--- src/rtl/hdx_pkg.sv ---
package hdx_pkg;
  // Half period of the master serial clock, in system clock cycles.
  function automatic int unsigned half_period(input logic [1:0] sel);
    case (sel)
      2'd0:    return 1;   // divide by 2
      2'd1:    return 2;   // divide by 4
      2'd2:    return 8;   // divide by 16
      default: return 16;  // divide by 32
    endcase
  endfunction
endpackage

--- src/rtl/hdx_master_clk.sv ---
module hdx_master_clk #(
  parameter int CW = 5
) (
  input  logic       clk,
  input  logic       rst,
  input  logic       go,
  input  logic       cpol,
  input  logic [1:0] rate_sel,
  output logic       sck_lvl,
  output logic       rise_ev,
  output logic       fall_ev,
  output logic       idle
);
  import hdx_pkg::*;

  logic [CW-1:0] cnt;
  logic [CW-1:0] half_m1;
  logic          run;
  logic          active;
  logic          tick;

  assign half_m1 = CW'(half_period(rate_sel) - 1);
  // Keep toggling after the last bit until the clock is back at idle.
  assign active  = go || (run && (sck_lvl != cpol));
  assign tick    = active && (cnt == half_m1);
  assign rise_ev = tick && !sck_lvl;
  assign fall_ev = tick && sck_lvl;
  assign idle    = !active;

  always_ff @(posedge clk) begin
    if (rst) begin
      cnt     <= '0;
      sck_lvl <= 1'b0;
      run     <= 1'b0;
    end else begin
      run <= go || (active && !tick);
      if (!active) begin
        cnt     <= '0;
        sck_lvl <= cpol;
      end else if (tick) begin
        cnt     <= '0;
        sck_lvl <= ~sck_lvl;
      end else begin
        cnt <= cnt + CW'(1);
      end
    end
  end
endmodule

--- src/rtl/hdx_sck_sync.sv ---
module hdx_sck_sync #(
  parameter int STAGES = 2
) (
  input  logic clk,
  input  logic rst,
  input  logic pin,
  output logic rise_ev,
  output logic fall_ev
);
  // STAGES synchronizer flops plus one history flop for edge detection.
  logic [STAGES:0] sh;

  always_ff @(posedge clk) begin
    if (rst) sh <= '0;
    else     sh <= {sh[STAGES-1:0], pin};
  end

  assign rise_ev = sh[STAGES-1] && !sh[STAGES];
  assign fall_ev = !sh[STAGES-1] && sh[STAGES];
endmodule

--- src/rtl/hdx_shifter.sv ---
module hdx_shifter #(
  parameter int DW = 8
) (
  input  logic          clk,
  input  logic          rst,
  input  logic          en,
  input  logic          arm,
  input  logic          cpol,
  input  logic          lsbf,
  input  logic [DW-1:0] tx_data,
  input  logic          sdi,
  input  logic          rise_ev,
  input  logic          fall_ev,
  input  logic          flag_clr,
  output logic          busy,
  output logic          out_bit,
  output logic [DW-1:0] rx_data,
  output logic          done
);
  localparam int CNTW = $clog2(DW + 1);
  localparam int IW   = $clog2(DW);

  logic [DW-1:0]   tx_sr;
  logic [DW-1:0]   rx_sr;
  logic [DW-1:0]   rx_next;
  logic [CNTW-1:0] rcnt;
  logic [CNTW-1:0] fcnt;
  logic [CNTW-1:0] oidx;
  logic            last_rise;

  function automatic logic pick(input logic [DW-1:0] d, input logic [IW-1:0] k,
                                input logic lf);
    return lf ? d[k] : d[IW'(DW - 1) - k];
  endfunction

  assign rx_next   = lsbf ? {sdi, rx_sr[DW-1:1]} : {rx_sr[DW-2:0], sdi};
  // Idle-high clock: first fall shows bit 0. Idle-low: bit 0 shown at arm.
  assign oidx      = cpol ? fcnt : fcnt + CNTW'(1);
  assign last_rise = busy && rise_ev && (rcnt == CNTW'(DW - 1));

  always_ff @(posedge clk) begin
    if (rst) begin
      busy    <= 1'b0;
      out_bit <= 1'b1;
      tx_sr   <= '0;
      rx_sr   <= '0;
      rx_data <= '0;
      rcnt    <= '0;
      fcnt    <= '0;
      done    <= 1'b0;
    end else begin
      if (last_rise)     done <= 1'b1;
      else if (flag_clr) done <= 1'b0;

      if (!en) begin
        busy    <= 1'b0;
        out_bit <= 1'b1;
      end else if (arm) begin
        busy    <= 1'b1;
        tx_sr   <= tx_data;
        rcnt    <= '0;
        fcnt    <= '0;
        out_bit <= cpol ? 1'b1 : pick(tx_data, '0, lsbf);
      end else if (busy) begin
        if (fall_ev) begin
          fcnt <= fcnt + CNTW'(1);
          if (oidx < CNTW'(DW)) out_bit <= pick(tx_sr, oidx[IW-1:0], lsbf);
        end
        if (rise_ev) begin
          rx_sr <= rx_next;
          rcnt  <= rcnt + CNTW'(1);
          if (last_rise) begin
            busy    <= 1'b0;
            rx_data <= rx_next;
            out_bit <= 1'b1;
          end
        end
      end
    end
  end
endmodule

--- src/rtl/hdx_serial_port.sv ---
module hdx_serial_port #(
  parameter int DW          = 8,
  parameter int SYNC_STAGES = 2
) (
  input  logic          clk,
  input  logic          rst,
  input  logic          en,
  input  logic          master,
  input  logic          dir_tx,
  input  logic          lsbf,
  input  logic          cpol,
  input  logic [1:0]    rate_sel,
  input  logic [DW-1:0] tx_data,
  input  logic          start,
  input  logic          flag_clr,
  input  logic          gpio_sck_out,
  input  logic          gpio_sck_dir,
  input  logic          gpio_sdio_out,
  input  logic          gpio_sdio_dir,
  input  logic          sck_in,
  input  logic          sdio_in,
  output logic          sck_out,
  output logic          sck_oe,
  output logic          sdio_out,
  output logic          sdio_oe,
  output logic [DW-1:0] rx_data,
  output logic          done
);
  localparam int CW = 5;

  logic busy, out_bit, arm;
  logic m_lvl, m_rise, m_fall, m_idle;
  logic s_rise, s_fall;
  logic rise_ev, fall_ev;

  hdx_master_clk #(.CW(CW)) u_mclk (
    .clk(clk), .rst(rst), .go(busy && master && en), .cpol(cpol),
    .rate_sel(rate_sel), .sck_lvl(m_lvl), .rise_ev(m_rise),
    .fall_ev(m_fall), .idle(m_idle)
  );

  hdx_sck_sync #(.STAGES(SYNC_STAGES)) u_sync (
    .clk(clk), .rst(rst), .pin(sck_in), .rise_ev(s_rise), .fall_ev(s_fall)
  );

  assign rise_ev = master ? m_rise : s_rise;
  assign fall_ev = master ? m_fall : s_fall;
  assign arm     = start && en && !busy && (!master || m_idle);

  hdx_shifter #(.DW(DW)) u_shift (
    .clk(clk), .rst(rst), .en(en), .arm(arm), .cpol(cpol), .lsbf(lsbf),
    .tx_data(tx_data), .sdi(sdio_in), .rise_ev(rise_ev), .fall_ev(fall_ev),
    .flag_clr(flag_clr), .busy(busy), .out_bit(out_bit),
    .rx_data(rx_data), .done(done)
  );

  always_comb begin
    if (en) begin
      sck_out  = m_lvl;
      sck_oe   = master;
      sdio_out = out_bit;
      sdio_oe  = dir_tx;
    end else begin
      sck_out  = gpio_sck_out;
      sck_oe   = gpio_sck_dir;
      sdio_out = gpio_sdio_out;
      sdio_oe  = gpio_sdio_dir;
    end
  end
endmodule

--- config.mk ---
export PLATFORM = sky130hd
export DESIGN_NAME = hdx_serial_port
export DESIGN_NICKNAME = d
export VERILOG_FILES = /design/src/rtl/hdx_pkg.sv /design/src/rtl/hdx_master_clk.sv /design/src/rtl/hdx_sck_sync.sv /design/src/rtl/hdx_shifter.sv /design/src/rtl/hdx_serial_port.sv
export SDC_FILE = /design/constraint.sdc
export NUM_CORES = 1
export LEC_CHECK = 0
export CORE_MARGIN = 3
export CORE_UTILIZATION = 35
export CTS_BUF_LIST = sky130_fd_sc_hd__clkbuf_2 sky130_fd_sc_hd__clkbuf_4 sky130_fd_sc_hd__clkbuf_8
export CTS_CLUSTER_SIZE = 8
export DETAILED_ROUTE_END_ITERATION = 6
export PLACE_DENSITY = 0.67
export SLEW_MARGIN = 20
export SYNTH_ARGS = -nofsm -noshare
export SYNTH_HDL_FRONTEND = slang
export SYNTH_HIERARCHICAL = 1
export SYNTH_SLANG_ARGS = --single-unit
--- constraint.sdc ---
create_clock -name clk -period 4.5 [get_ports clk]
set_input_delay 1.125 -clock clk [delete_from_list [all_inputs] [get_ports clk]]
set_output_delay 1.125 -clock clk [all_outputs]
set_load 0.03 [all_outputs]
# After elaboration in Yosys (flattened, before gate mapping)
# Index checks and enable logic that the tools add are counted.
# op_classes
add_sub_neg	5
order_cmp	3
eq_ne	6
muxes	36
bitwise_logic	4
reduce_logical	36
# ops
operator	count
2-to-1 mux 4 bit	7
2-to-1 mux 1 bit	25
one-hot mux 5 bit (3 select lines)	1
logical AND 1 bit	14
adder 4 x 1 -> 4 bit (second input constant)	2
< comparator 3 x 4 -> 1 bit (second input constant)	2
2-to-1 mux 8 bit	1
nonzero test 2 bit	4
logical NOT 1 bit	7
binary-select mux 1 bit (select 3 bit)	2
AND reduction 3 bit	2
adder 5 x 1 -> 5 bit (second input constant)	1
equality test 5 bit	1
AND reduction 5 bit	1
subtractor 5 x 1 -> 5 bit (second input constant)	1
equality test 4 x 3 -> 1 bit (second input constant)	1
< comparator 4 bit (second input constant)	1
inverter 1 bit	4
AND reduction 4 bit	1
logical OR 1 bit	3
OR reduction 3 bit	1
subtractor 3 bit (first input constant)	1
equality test 2 x 1 -> 1 bit (second input constant)	1
equality test 2 bit (second input constant)	1
other kinds (5)	5
# totals
register_bits	45
inputBits	25
out_inout_bits	13
word_cells	102

# Longest topological paths before layout
# Gate-level depths: netlist (run 1).
# logic_depth
ltp_word	13
depth_mapped	13
depth_no_buf	12

# Hierarchy
# The synthesis (run 1) kept the hierarchy.
# modules_own_cells
module	n_inst	cells_per_inst	area_each_um2	seq_area_each_um2
hdx_shifter	1	208	1861.8	700.7
hdx_master_clk	1	46	407.9	140.1
hdx_sck_sync	1	8	91.3	60.1
hdx_serial_port	1	10	90.1	0.0

# Least setup slack after synthesis (run 1)
# OpenSTA, ideal clock, no wires.
# synth_path
path_type	input to register
start	in rate_sel[1]
end	reg u_shift.rx_data[5]
setup_time_ns	0.086
arrival_ns	3.482
required_time_ns	4.414
path_slack_ns	0.932
path_stages	13
path_buffers	1
cell_sequence	or2_4 > ha_1 > xor2_1 > o2111ai_1 > or2_1 > nor3_1 > mux2_2 > and2_1 > nand4b_1 > nor2_2 > buf_4 > nor2_1 > a211oi_1
# synth_via
elab_chain_len	10
elab_cells_between_ends	12
classes_between	add/sub: 1; eq/ne: 3; mux: 2; reduce/logical: 6
# synth_rtl
item	line_no	text
from (decl)	hdx_serial_port.sv:12	input logic [1:0] rate_sel,
equality test 2 bit, or another cell as far along	hdx_pkg.sv:4	case (sel)
one-hot mux 5 bit (3 select lines) *	hdx_pkg.sv:4	
subtractor 5 x 1 -> 5 bit *	hdx_master_clk.sv:22	assign half_m1 = CW'(half_period(rate_sel) - 1);
equality test 5 bit *	hdx_master_clk.sv:25	assign tick = active && (cnt == half_m1);
logical AND 1 bit *	hdx_master_clk.sv:25	
logical AND 1 bit *	hdx_master_clk.sv:26	assign rise_ev = tick && !sck_lvl;
net m_rise	hdx_serial_port.sv:32	logic m_lvl, m_rise, m_fall, m_idle;
2-to-1 mux 1 bit *	hdx_serial_port.sv:46	assign rise_ev = master ? m_rise : s_rise;
net rise_ev	hdx_serial_port.sv:34	logic rise_ev, fall_ev;
logical AND 1 bit (2 in series)	hdx_shifter.sv:39	assign last_rise = busy && rise_ev && (rcnt == CNTW'(DW - 1));
AND reduction 5 bit (no line) *	-	
to (signal assigned)	hdx_shifter.sv:74	rx_data <= rx_next;
to (decl)	hdx_shifter.sv:17	output logic [DW-1:0] rx_data,
# The timed path passes the listed nets; every way through them passes the cells marked *.
# A chain may end at the register's enable or synchronous reset.

# Final worst setup path (run 1)
# layout_path
start	in rate_sel[1]
end	reg u_shift.rx_data[1]
# The elaborated chain is that of the path after synthesis.

==> flow_metrics.env, run 1 <==
export IMPL_fin_ws_ns=0.576
export IMPL_power_total_uw=810
export IMPL_power_share_combinational_pct=11.1
export IMPL_swShare_pct=24.1
export IMPL_port_buffers=37
export IMPL_fmax_mhz=255
export IMPL_synth_seq_area_share_pct=36.8
export IMPL_drv_cap=0
export IMPL_dp_hpwl_um=3780
export IMPL_fp_dieW_um=89.7
export IMPL_ant_nets=0
export IMPL_rr_worst_depth=11
export IMPL_cts_root_buf="clkbuf_8"
export IMPL_dieArea_um2=8040
export IMPL_htreeDepth=2
export IMPL_worst_setup_path_end_kind="flop"
export IMPL_synth_edff_count=0
export IMPL_startpoint_type="input pin"
export IMPL_hold_viol_final=0
export IMPL_antenna_cells=0
export IMPL_drtIter0Drc=73
export IMPL_rows=29
export IMPL_holdPathStages=1
export IMPL_cts_clk_slew_worst_paths_ns=0.09
export IMPL_antenna_found_initial=0
export IMPL_nNetsFinal=336
export IMPL_power_frac_seq_pct=50.4
export IMPL_syn2layout_area_growth_pct=22.8
export IMPL_overflow=0
export IMPL_grt_start_max_net_pins=41
export IMPL_cts_tree="built"
export IMPL_die_h_um=89.7
export IMPL_leakage_nw=1.03
export IMPL_required_ns=4.73
export IMPL_clockPowerShare_pct=38.5
export IMPL_yosysTopAreaCell="dfxtp_1"
export IMPL_syn_inst=272
export IMPL_netlist_area_leader_share_pct=36.8
export IMPL_hold_slack_ns=0.444
export IMPL_async_flop_share_pct=0
export IMPL_syn_area_um2=2450
export IMPL_outcome="finished clean"
export IMPL_critPathKind="in2reg"
export IMPL_internal_power_uw=615
export IMPL_min_period_ns=3.92
export IMPL_p_per_area_nw_per_um2=269
export IMPL_min_path_type="reg2reg"
export IMPL_worstMarginPinSlew_ns=0.657
export IMPL_vias_per_cell=5.11
export IMPL_avgSynthCellArea_um2=9.01
export IMPL_hold_buffers=0
export IMPL_final_util_pct=45.8
export IMPL_drt_total_wl_um=5330
export IMPL_postCtsSetupRepairBufs=0
export IMPL_fin_skew_ns=0.0108
export IMPL_start_util_pct=37.3
export IMPL_finalSetupViolCount=0
export IMPL_drive_above_1_share_pct=12.7
export IMPL_gp_congestion=0.827
export IMPL_clock_path_buffers=2
export IMPL_cts_sinks=45
export IMPL_synth_warnings=6
export IMPL_track_usage_pct=14.1
export IMPL_via_count=2051
export IMPL_coreArea_um2=6570
export IMPL_ios=38
export IMPL_setup_tns_final_ns=0
export IMPL_grt_pass1_wl_um=8940
export IMPL_ys_flop_type="dfxtp_1"
export IMPL_grt_pass1_vias=1997
export IMPL_fin_area_um2=3010
export IMPL_ir_drop_mv=0.130
export IMPL_rsz0062_at_grt="no"
export IMPL_cts_resized=0
export IMPL_ys_ff_latch=45
export IMPL_dr_pass1_iters=4
export IMPL_drcViolationCount=0
export IMPL_slew_viol_final=0
export IMPL_stdcell_count=401
export IMPL_synthesis_nets=301
export IMPL_place_area_um2=2900
export IMPL_insertion_delay_ns=0.31
export IMPL_worstPathArrival_ns=4.15
export IMPL_synth_distinct_cells=50
export IMPL_dp_cells=393
export IMPL_pre_cts_ws_ns=0.224
export IMPL_max_slew_margin_pct=56.1
export IMPL_fin_crit_sh_pct=87.2
export IMPL_power_switching_uw=195
export IMPL_synth_area_top_cells="dfxtp_1 37%, mux2i_1 8.2%, a211oi_1 6.1%"
export IMPL_cts_buffers=5
export IMPL_cp_max_fo=16
export IMPL_wl_per_cell_um=13.3
[cells by family (layout without fill, tap and decap cells)]
kind of cell | count (synthesis) | in the layout | synth area share [%]
flip-flops | 45 | 45 | 36.8
adder cells (fa/ha/maj) | 4 | 4 | 2.04
AO/OA/AOI/OAI | 60 | 60 | 17.6
buffers and inverters | 21 | 57 | 4.44
AND/OR/NAND/NOR | 104 | 104 | 21.4
XOR/XNOR | 8 | 8 | 3.62
multiplexers | 30 | 30 | 14.1
[state kept, by name, summed over array words and instances (netlist names)]
name / flops
u_mclk/cnt: 5
u_mclk/run: 1
u_mclk/sck_lvl: 1
u_shift/busy: 1
u_shift/done: 1
u_shift/fcnt: 4
u_shift/out_bit: 1
u_shift/rcnt: 4
u_shift/rx_data: 8
u_shift/rx_sr: 8
u_shift/tx_sr: 8
u_sync/sh: 3
[cells in the final DEF, fill, tap and decap left out, types with 2 or more instances in the layout]
master / instances
nand3b_1: 2
a21o_1: 2
mux2_2: 7
buf_4: 6
dfxtp_1: 45
ha_1: 4
a211oi_1: 20
mux4_2: 3
and2_1: 4
o21ai_0: 5
xnor2_1: 4
nor3_1: 4
a2111oi_0: 2
a21oi_1: 17
a211oi_2: 2
nand2_1: 21
nor2_1: 35
nor2b_1: 10
clkbuf_8: 5
clkdlybuf4s50_1: 37
nand3_1: 12
a22oi_1: 2
mux2i_1: 20
nand2b_1: 4
xor2_1: 3
inv_1: 5
nand4b_1: 2
[power groups by stage]
stage          Sequential (mW)  Combinational, mW  Clock [mW]
3_5_place_dp             0.418             0.0899           0
5_1_grt                  0.410             0.0970       0.340
2_1_floorplan            0.416             0.0494           0
6_report                 0.409             0.0896       0.312
3_3_place_gp             0.418             0.0890           0
4_1_cts                  0.409             0.0902       0.321
[layer usage]
layer	vias up	part of all wire, %	GRT usage (%)
li1	1054	-	-
met1	968	48	18.0
met2	23	48	23.5
met3	6	2.5	2.74
met4	0	1.3	5.68
met5	-	0	0
[cell usage after synthesis, drive strengths merged (2+ instances only)]
cell type,n
a2111oi,3
a211oi,22
a21o,2
a21oi,18
a22oi,2
and2,4
and3,2
buf,8
clkbuf,7
dfxtp,45
ha,4
inv,6
mux2,7
mux2i,20
mux4,3
nand2,21
nand2b,4
nand3,12
nand3b,2
nand4b,2
nor2,36
nor2b,11
nor3,4
o21ai,6
or2,2
xnor2,5
xor2,3
[worst paths after layout]
check                start            endpoint  slack [ns]
min           u_sync/sh[0]        u_sync/sh[1]        0.44
max            rate_sel[1]  u_shift/rx_data[1]        0.58
max reg2reg  u_mclk/cnt[0]  u_shift/rx_data[1]        2.08
min reg2reg   u_sync/sh[0]        u_sync/sh[1]        0.44
[cell type report]
type	count	area, um2
sequential	45	901
tap	93	116
multi-input combinational	206	1440
clock inverter	3	43.8
clock buffer	5	68.8
inverter	6	22.5
timing repair buffer	43	415
fill	664	3560
[critical path, cell delays in order]
cell and delay (ns):
clkdlybuf4s50_1 0.48, or2_4 0.29, ha_1 0.30, xor2_1 0.15
o2111ai_1 0.19, or2_1 0.30, nor3_1 0.14, mux2_2 0.16
and2_1 0.17, nand4b_1 0.22, nor2_2 0.15, buf_4 0.21
nor2_1 0.06, a211oi_1 0.20
Note: power is estimated with default switching activity, not from simulation.
==> run 2, diff against run 1 <==
--- a/config.mk
+++ b/config.mk
@@ -6,11 +6,11 @@
 export NUM_CORES = 1
 export LEC_CHECK = 0
 export CORE_MARGIN = 3
-export CORE_UTILIZATION = 35
+export CORE_UTILIZATION = 30
 export CTS_BUF_LIST = sky130_fd_sc_hd__clkbuf_2 sky130_fd_sc_hd__clkbuf_4 sky130_fd_sc_hd__clkbuf_8
 export CTS_CLUSTER_SIZE = 8
 export DETAILED_ROUTE_END_ITERATION = 6
-export PLACE_DENSITY = 0.67
+export PLACE_DENSITY = 0.61
 export SLEW_MARGIN = 20
 export SYNTH_ARGS = -nofsm -noshare
 export SYNTH_HDL_FRONTEND = slang
==> run 2 against run 1 <==
Worst hold slack better by 0.0044 ns; via count shrank 1.7%; clock skew grew 0.0018 ns; register-to-register slack worse by 0.03 ns; fmax increased by 0.39%; critical path depth stayed put; flip-flop and latch count did not move; sequential power is essentially flat; highest routed layer unchanged.
==> flow_metrics.env, run 2 (synthesis results as in run 1) <==
export IMPL_min_period_ns=3.91
export IMPL_ios=38
export IMPL_worst_setup_path_end_kind="flop"
export IMPL_final_common_cell="dfxtp_1"
export IMPL_startpoint_type="input pin"
export IMPL_htreeDepth=2
export IMPL_track_usage_pct=11.8
export IMPL_ant_nets=0
export IMPL_fmax_mhz=256
export IMPL_drcViolationCount=0
export IMPL_hold_slack_ns=0.449
export IMPL_cp_slowest_stage_delay_ns=0.47
export IMPL_start_util_pct=31.2
export IMPL_required_ns=4.72
export IMPL_cts_resized=0
export IMPL_fp_dieW_um=96.4
export IMPL_power_total_uw=808
export IMPL_worstPathArrival_ns=4.13
export IMPL_stdcell_count=410
export IMPL_fin_crit_sh_pct=86.9
export IMPL_gp_congestion=0.756
export IMPL_p_per_area_nw_per_um2=267
export IMPL_finalSetupViolCount=0
export IMPL_dieArea_um2=9290
export IMPL_outcome="finished clean"
export IMPL_overflow=0
export IMPL_reg_largest_list="u_shift/rx_data x8, u_shift/rx_sr x8, u_shift/tx_sr x8"
export IMPL_max_slew_margin_pct=56.3
export IMPL_postCtsSetupRepairBufs=0
export IMPL_port_buffers=37
export IMPL_cts_tree="built"
export IMPL_coreArea_um2=7850
export IMPL_syn2layout_area_growth_pct=23.3
export IMPL_drt_total_wl_um=5200
export IMPL_cts_buffers=5
export IMPL_grt_start_max_net_pins=41
export IMPL_via_count=2016
export IMPL_die_h_um=96.4
export IMPL_dr_pass1_iters=4
export IMPL_insertion_delay_ns=0.30
export IMPL_hold_viol_final=0
export IMPL_wl_per_cell_um=12.7
export IMPL_grt_pass1_vias=1957
export IMPL_antenna_found_initial=0
export IMPL_rows=32
export IMPL_drv_cap=0
export IMPL_vias_per_cell=4.92
export IMPL_cp_max_fo=16
export IMPL_layout_common_cells="45 x dfxtp_1, 37 x clkdlybuf4s50_1, 35 x nor2_1, 21 x nand2_1"
export IMPL_ir_drop_mv=0.141
export IMPL_antenna_cells=0
export IMPL_rsz0062_at_grt="no"
export IMPL_cts_clk_slew_worst_paths_ns=0.09
export IMPL_cts_sinks=45
export IMPL_worstMarginPinSlew_ns=0.653
export IMPL_drtIter0Drc=45
export IMPL_slowest_stage="clkdlybuf4s50_1"
export IMPL_grt_pass1_wl_um=8800
export IMPL_critPathKind="in2reg"
export IMPL_setup_tns_final_ns=0
export IMPL_fin_skew_ns=0.0125
export IMPL_hold_buffers=0
export IMPL_nNetsFinal=336
export IMPL_min_path_type="reg2reg"
export IMPL_dp_hpwl_um=3730
export IMPL_leakage_nw=1.02
export IMPL_cts_root_buf="clkbuf_8"
export IMPL_drive_above_1_share_pct=12.7
export IMPL_dp_cells=402
export IMPL_slew_viol_final=0
export IMPL_clock_path_buffers=2
export IMPL_crit_chain="clkdlybuf4s50_1, or2_4, ha_1, xor2_1, o2111ai_1, or2_1, nor3_1, mux2_2, and2_1, nand4b_1, nor2_2, buf_4, nor2_1, a211oi_1"
-- run 2: changes by cell type in the layout (fill, tap and decap cells not counted), sizes merged --
| cell | change |
|---|---|
| inv | -1 |
| clkinvlp | +1 |
-- run 2: area by class of cell --
type,instances,area [um2]
sequential,45,901
fill,819,4820
clock inverter,3,46.3
clock buffer,5,68.8
multi-input combinational,206,1440
inverter,6,22.5
timing repair buffer,43,415
tap,102,128
-- run 2: worst paths after layout --
check	start	end	slack [ns]	depth (start not counted)
min reg2reg	u_sync/sh[0]	u_sync/sh[1]	0.45	1
max reg2reg	u_mclk/cnt[0]	u_shift/out_bit	2.05	10
min	u_sync/sh[0]	u_sync/sh[1]	0.45	1
max	rate_sel[1]	u_shift/rx_data[5]	0.59	14
-- run 2: layer usage --
layer	routed length [um]	global-route usage, %
met5	0	0
met4	53	3.15
met3	132	2.48
met2	2550	20.1
met1	2460	15.0
-- run 2: metrics by stage --
| stage | util [%] | setup WS (ns) | area (um2) |
|---|---|---|---|
| 6_report | 38.5 | 0.591 | 3020 |
| 2_1_floorplan | - | 0.932 | 2450 |
| 3_5_place_dp | 37.1 | 0.276 | 2910 |
| 4_1_cts | 38.5 | 0.585 | 3020 |
| 5_1_grt | 38.5 | 0.327 | 3020 |
| 3_3_place_gp | 37.1 | 0.374 | 2910 |
-- run 2: critical path: cells and delay by family --
family | cells | cell delay (ns)
AOI/OAI and AO/OA | 2 | 0.39
xor gates and xnor gates | 1 | 0.15
adders and majority gates | 1 | 0.30
buffers and inverters | 2 | 0.68
muxes | 1 | 0.16
and+or+nand+nor | 7 | 1.32
-- run 2: report_power, final --
| part | total [mW] | switching [mW] | internal, mW |
|---|---|---|---|
| registers | 0.409 | 0.00557 | 0.403 |
| clock network | 0.311 | 0.145 | 0.166 |
| logic | 0.0886 | 0.0427 | 0.0459 |
==> run 3, diff against run 2 <==
--- a/config.mk
+++ b/config.mk
@@ -11,6 +11,7 @@
 export CTS_CLUSTER_SIZE = 8
 export DETAILED_ROUTE_END_ITERATION = 6
 export PLACE_DENSITY = 0.61
+export SKIP_CTS_REPAIR_TIMING = 1
 export SLEW_MARGIN = 20
 export SYNTH_ARGS = -nofsm -noshare
 export SYNTH_HDL_FRONTEND = slang
==> results of run 3 <==
The final DEF is identical to that of run 2; final timing and power are the same.
